$ cat config.mk
export PLATFORM = sky130hd
export DESIGN_NAME = bank_window_mapper
export DESIGN_NICKNAME = d
export VERILOG_FILES = /design/src/rtl/bmap_pkg.sv /design/src/rtl/bmap_strobe_edge.sv /design/src/rtl/bmap_bank_file.sv /design/src/rtl/bmap_window_decode.sv /design/src/rtl/bank_window_mapper.sv
export SDC_FILE = /design/constraint.sdc
export NUM_CORES = 1
export LEC_CHECK = 0
export ABC_AREA = 1
export CORE_MARGIN = 5
export CORE_UTILIZATION = 30
export CTS_BUF_LIST = sky130_fd_sc_hd__clkbuf_2 sky130_fd_sc_hd__clkbuf_4 sky130_fd_sc_hd__clkbuf_8
export DETAILED_ROUTE_END_ITERATION = 10
export GPL_TIMING_DRIVEN = 0
export SLEW_MARGIN = 20
export SYNTH_ARGS = -nofsm -noshare
export SYNTH_HDL_FRONTEND = slang
export SYNTH_SLANG_ARGS = --single-unit
$ cat constraint.sdc
create_clock -name clk -period 3.02 [get_ports clk]
set_clock_uncertainty 0.05 [all_clocks]
set_input_delay 0.302 -clock clk [delete_from_list [all_inputs] [get_ports clk]]
set_output_delay 0.302 -clock clk [all_outputs]
set_load 0.1 [all_outputs]
$ cat src/rtl/bmap_pkg.sv
package bmap_pkg;

   // Number of in-window offset bits of window k (window 0 is the smallest).
   function automatic int win_ofs(input int min_ofs, input int k);
      return min_ofs + k;
   endfunction

   // Width of the bank register of window k.
   function automatic int bank_w(input int rom_aw, input int min_ofs, input int k);
      return rom_aw - min_ofs - k;
   endfunction

   // Position of window k's register inside the flattened bank vector.
   function automatic int bank_lsb(input int rom_aw, input int min_ofs, input int k);
      int acc;
      acc = 0;
      for (int j = 0; j < k; j++) acc += rom_aw - min_ofs - j;
      return acc;
   endfunction

endpackage

$ cat src/rtl/bmap_strobe_edge.sv
module bmap_strobe_edge (
   input  logic clk,
   input  logic rst,
   input  logic strobe_i,
   output logic rise_o
);
   logic prev_q;

   // Reset to "high" so that a strobe held high through reset is not a rise.
   always_ff @(posedge clk) begin
      if (rst) prev_q <= 1'b1;
      else     prev_q <= strobe_i;
   end

   assign rise_o = strobe_i & ~prev_q;
endmodule

$ cat src/rtl/bmap_bank_file.sv
module bmap_bank_file
   import bmap_pkg::*;
#(
   parameter int ROM_AW  = 19,
   parameter int MIN_OFS = 11,
   parameter int NUM_WIN = 4,
   parameter int DATA_W  = 8,
   localparam int SEL_W     = (NUM_WIN > 1) ? $clog2(NUM_WIN) : 1,
   localparam int BANK_BITS = bank_lsb(ROM_AW, MIN_OFS, NUM_WIN)
) (
   input  logic                 clk,
   input  logic                 rst,
   input  logic                 we_i,
   input  logic [SEL_W-1:0]     sel_i,
   input  logic [DATA_W-1:0]    data_i,
   output logic [BANK_BITS-1:0] bank_o
);

   for (genvar k = 0; k < NUM_WIN; k++) begin : g_win
      localparam int BW  = bank_w(ROM_AW, MIN_OFS, k);
      localparam int LSB = bank_lsb(ROM_AW, MIN_OFS, k);

      logic [BW-1:0] bank_q;

      always_ff @(posedge clk) begin
         if (rst)
            bank_q <= '0;
         else if (we_i && (sel_i == SEL_W'(k)))
            bank_q <= data_i[BW-1:0];
      end

      assign bank_o[LSB +: BW] = bank_q;
   end

endmodule

$ cat src/rtl/bmap_window_decode.sv
module bmap_window_decode
   import bmap_pkg::*;
#(
   parameter int CPU_AW  = 16,
   parameter int ROM_AW  = 19,
   parameter int MIN_OFS = 11,
   parameter int NUM_WIN = 4,
   localparam int BANK_BITS = bank_lsb(ROM_AW, MIN_OFS, NUM_WIN)
) (
   input  logic [CPU_AW-1:0]    cpu_addr_i,
   input  logic [BANK_BITS-1:0] bank_i,
   output logic [ROM_AW-1:0]    rom_addr_o,
   output logic                 rom_hit_o
);

   logic                           fixed_hit;
   logic [ROM_AW-1:0]              fixed_map;
   logic [NUM_WIN-1:0]             win_hit;
   logic [NUM_WIN-1:0][ROM_AW-1:0] win_map;

   // Lower half of the CPU space passes straight through.
   assign fixed_hit = ~cpu_addr_i[CPU_AW-1];
   assign fixed_map = ROM_AW'(cpu_addr_i[CPU_AW-2:0]);

   // Window k is selected by a prefix of ones followed by a single zero.
   for (genvar k = 0; k < NUM_WIN; k++) begin : g_win
      localparam int OFS  = win_ofs(MIN_OFS, k);
      localparam int BW   = bank_w(ROM_AW, MIN_OFS, k);
      localparam int LSB  = bank_lsb(ROM_AW, MIN_OFS, k);
      localparam int PW   = CPU_AW - OFS;
      localparam logic [PW-1:0] PFX = {{(PW-1){1'b1}}, 1'b0};

      assign win_hit[k] = (cpu_addr_i[CPU_AW-1:OFS] == PFX);
      assign win_map[k] = {bank_i[LSB +: BW], cpu_addr_i[OFS-1:0]};
   end

   always_comb begin
      rom_addr_o = '0;
      if (fixed_hit) rom_addr_o = fixed_map;
      for (int k = 0; k < NUM_WIN; k++) begin
         if (win_hit[k]) rom_addr_o = win_map[k];
      end
   end

   assign rom_hit_o = fixed_hit | (|win_hit);

endmodule

$ cat src/rtl/bank_window_mapper.sv
module bank_window_mapper
   import bmap_pkg::*;
#(
   parameter int CPU_AW  = 16,
   parameter int ROM_AW  = 19,
   parameter int MIN_OFS = 11,
   parameter int NUM_WIN = 4
) (
   input  logic              clk,
   input  logic              rst,
   input  logic [CPU_AW-1:0] cpu_addr,
   input  logic              wr_strobe,
   output logic [ROM_AW-1:0] rom_addr,
   output logic              rom_hit,
   output logic              addr_drive_en
);

   localparam int DATA_W    = CPU_AW / 2;
   localparam int SEL_W     = (NUM_WIN > 1) ? $clog2(NUM_WIN) : 1;
   localparam int BANK_BITS = bank_lsb(ROM_AW, MIN_OFS, NUM_WIN);
   localparam int TOP_OFS   = MIN_OFS + NUM_WIN - 1;

   // Elaboration-time geometry checks.
   if (NUM_WIN != (1 << SEL_W)) begin : g_bad_num
      $error("NUM_WIN must be a power of two");
   end
   if (TOP_OFS != CPU_AW - 2) begin : g_bad_top
      $error("largest window must be one quarter of the CPU space");
   end
   if (ROM_AW - MIN_OFS > DATA_W) begin : g_bad_data
      $error("widest bank register exceeds the upper address byte");
   end
   if (ROM_AW - TOP_OFS < 1) begin : g_bad_narrow
      $error("narrowest bank register would be empty");
   end
   if (ROM_AW < CPU_AW - 1) begin : g_bad_fixed
      $error("ROM space cannot hold the fixed window");
   end

   logic                 load;
   logic [BANK_BITS-1:0] banks;

   bmap_strobe_edge u_edge (
      .clk      (clk),
      .rst      (rst),
      .strobe_i (wr_strobe),
      .rise_o   (load)
   );

   bmap_bank_file #(
      .ROM_AW  (ROM_AW),
      .MIN_OFS (MIN_OFS),
      .NUM_WIN (NUM_WIN),
      .DATA_W  (DATA_W)
   ) u_banks (
      .clk    (clk),
      .rst    (rst),
      .we_i   (load),
      .sel_i  (cpu_addr[SEL_W-1:0]),
      .data_i (cpu_addr[CPU_AW-1 -: DATA_W]),
      .bank_o (banks)
   );

   bmap_window_decode #(
      .CPU_AW  (CPU_AW),
      .ROM_AW  (ROM_AW),
      .MIN_OFS (MIN_OFS),
      .NUM_WIN (NUM_WIN)
   ) u_decode (
      .cpu_addr_i (cpu_addr),
      .bank_i     (banks),
      .rom_addr_o (rom_addr),
      .rom_hit_o  (rom_hit)
   );

   // Pads release the ROM address while a load is being set up.
   assign addr_drive_en = wr_strobe;

endmodule

==> metrics <==
RSZ-0062 raised after global routing no; peak supply drop 177 µV; Worst setup EP type primary output; core region area 4750 µm²; Tmin final 2870 ps; Synth Instances 232; WL/cell 11.8 µm; Ys Warns 0; Reg2Reg Depth 7; Worst Tran Pin Value 976 ps; I/O pins 40; final worst path period share 94.9%; DRC 2; Post-CTS Hold Buffers 0; Detailed Route WL 4.05 mm; max_slew headroom 34.8%; Hold Path Origin u_banks.g_win[3].bank_q[4]$_SDFFE_PP0P_; Setup WS post-layout 153 ps; Root Driver clkbuf_8; violated checks DRC; share of cells above drive strength 1 9.45%; first-pass GRT wire length 6.86 mm; vias per cell 4.45; CTS Buf Count 3; Max Cap Viol 0; status finished with violations; final setup violation count 0; Detailed Routing Iterations Pass 1 7; pre-CTS WS -186 ps; Post-Syn Nets 251; fill cell count 549; Buf/Inv on CP 2; Critical R2R Launch u_edge.prev_q$_SDFF_PP1_; critical path's slowest cell clkdlybuf4s50_1; worst setup path startpoint cpu_addr[15]; Req. time, crit path 2670 ps; critical path peak fanout 9; Clock Latency Late Sink 270 ps; die area 6410 µm²; via count of the first global-routing pass 1,480; Initial Utilization 30.9%; Placer Congestion 0.837; Clock Sink Count 27; Final ANT Viol Nets 0; Die Y-Extent 80.0 µm; syn avg cell area 6.34 µm²; initial antenna violation count 0; WHS Endpoint u_banks.g_win[3].bank_q[4]$_SDFFE_PP0P_; highest clock rate 0.349 GHz; Die W 80.0 µm; remaining global-route overflow 0; hold crit path type reg -> reg; Lkg Pwr 0.944 nW; hold depth 2; pwr/cell area 410 nW/µm²; Worst setup SP type input port; Final Hold Viols 0; row count 25; Top delay family on crit path buffers and inverters; Max stage delay on crit path 970 ps; overall fraction of global-route tracks in use 13.7%; Yosys cell types 19; CP Class in -> out; CTS clk-pin slew, worst paths 100 ps; Arr. time, crit path 2510 ps; sequential area share after synthesis 36.7%; CTS tree done; #FFs+latches synth 27; fin. max-slew vios 0; Inserted Diodes 0; Via Count 1,522; fin util 42.1%; Port Buffer Count 39; reg2reg end u_banks.g_win[2].bank_q[3]$_SDFFE_PP0P_; CP Cell Sequence clkdlybuf4s50_1 > nand2_1 > nor2_4 > nand2_2 > nor2_4 > nor2_1 > clkdlybuf4s50_1; Area Growth Syn to Fin 35.9%; Synth Cell Area 1470 µm²; Max Buffers Root-to-Sink 2; DRT iter0 DRCs 168; FF-to-FF setup slack 1730 ps; largest net degree at the start of global routing 16; post-DP HPWL 3.13 mm; CTS HTree Levels 1; Nets 295
-- layout make-up --
| type | count | area, µm² | area share, % |
|---|---|---|---|
| multi-input combinational | 172 | 790 | 39.5 |
| timing repair buffer | 39 | 398 | 19.9 |
| clock inverter | 1 | 5.00 | 0.250 |
| buffer | 7 | 41.3 | 2.07 |
| tap | 67 | 83.8 | 4.19 |
| clock buffer | 3 | 41.3 | 2.07 |
| inverter | 26 | 100 | 5.01 |
| sequential | 27 | 541 | 27.0 |
-- what timing repair did --
action                                  4_1_cts  5_1_grt
endpoints found under the setup margin        8       12
buffers inserted                              0        0
hold endpoints to repair                      0        0
resized for setup                             8       14
-- Yosys cell counts --
cell | number | area [µm²]
nor2_1 | 70 | 263
nand2_1 | 52 | 195
dfxtp_1 | 27 | 541
nand4_1 | 23 | 144
inv_1 | 20 | 75.1
nand3_1 | 8 | 40.0
o21ai_0 | 8 | 40.0
inv_2 | 4 | 15.0
buf_2 | 3 | 15.0
nand2_2 | 3 | 18.8
nor3_4 | 3 | 48.8
clkbuf_1 | 2 | 7.51
nor2_2 | 2 | 12.5
nor2_4 | 2 | 22.5
a21oi_1 | 1 | 5.00
buf_4 | 1 | 7.51
buf_6 | 1 | 11.3
clkinv_1 | 1 | 3.75
inv_4 | 1 | 6.26
-- power breakdown --
part / total, mW / internal, mW / switching (mW) / leakage, nW
registers: 0.368 / 0.364 / 0.00387 / 0.219
clock network: 0.211 / 0.0926 / 0.119 / 0.0255
logic: 0.241 / 0.0626 / 0.179 / 0.700
total: 0.821 / 0.519 / 0.301 / 0.944
-- through the flow --
stage | hold slack [ps] | std cells | power [mW] | cell area [µm²] | setup TNS (ps)
2_1_floorplan | 337 | 232 | 0.548 | 1470 | 0
6_report | 439 | 342 | 0.821 | 2000 | 0
3_5_place_dp | 423 | 338 | 0.623 | 1950 | -745
3_3_place_gp | 414 | 338 | 0.622 | 1950 | -712
5_1_grt | 465 | 342 | 0.856 | 2000 | 0
4_1_cts | 442 | 342 | 0.824 | 1980 | 0
-- logic make-up after synthesis --
kind of cell	count (synthesis)	share of synthesized area, %
and+or+nand+nor	163	50.6
buffers and inverters	33	9.61
DFF	27	36.7
AOI/OAI and AO/OA	9	3.06
-- placed cells by master (no fill, tap or decap), drive strengths merged --
cell	netlist	routed
nand4	23	23
o21ai	8	8
nand3	8	8
inv	25	25
dlymetal6s2s	0	10
nand2	55	55
nor3	3	3
clkdlybuf4s50	0	21
clkinv	1	2
buf	5	5
dfxtp	27	27
nor2	74	74
dlygate4sd2	0	6
clkbuf	2	7
a21oi	1	1
-- metal layers --
layer  track usage (%)  up-vias  routed length, µm
met5                 0        -                  0
met4              3.04        0                 33
met3              3.61        4                258
met2              22.5       36               1830
met1              18.0      663               1930
li1                  -      819                  -
-- flip-flops by register name, indices dropped and copies added, names as in the netlist --
name                  count
u_edge.prev_q             1
u_banks.g_win.bank_q     26
-- how the worst max path moves through the flow --
stage	to	slack, ps	cells after the start
floorplan	rom_addr[10]	650	6
global placement	rom_addr[14]	-170	8
detailed placement	rom_addr[14]	-190	8
CTS	rom_addr[8]	0.4	8
global route	rom_addr[17]	0.09	6
finish	rom_addr[1]	150	7
-- worst register-to-register path, delay by kind of cell (launching register included) --
family                 cells  cell delay (ps)
flip-flops                 1              310
AND/OR/NAND/NOR            4              360
buffers and inverters      3              480
Power figures use the tool's default switching activity.
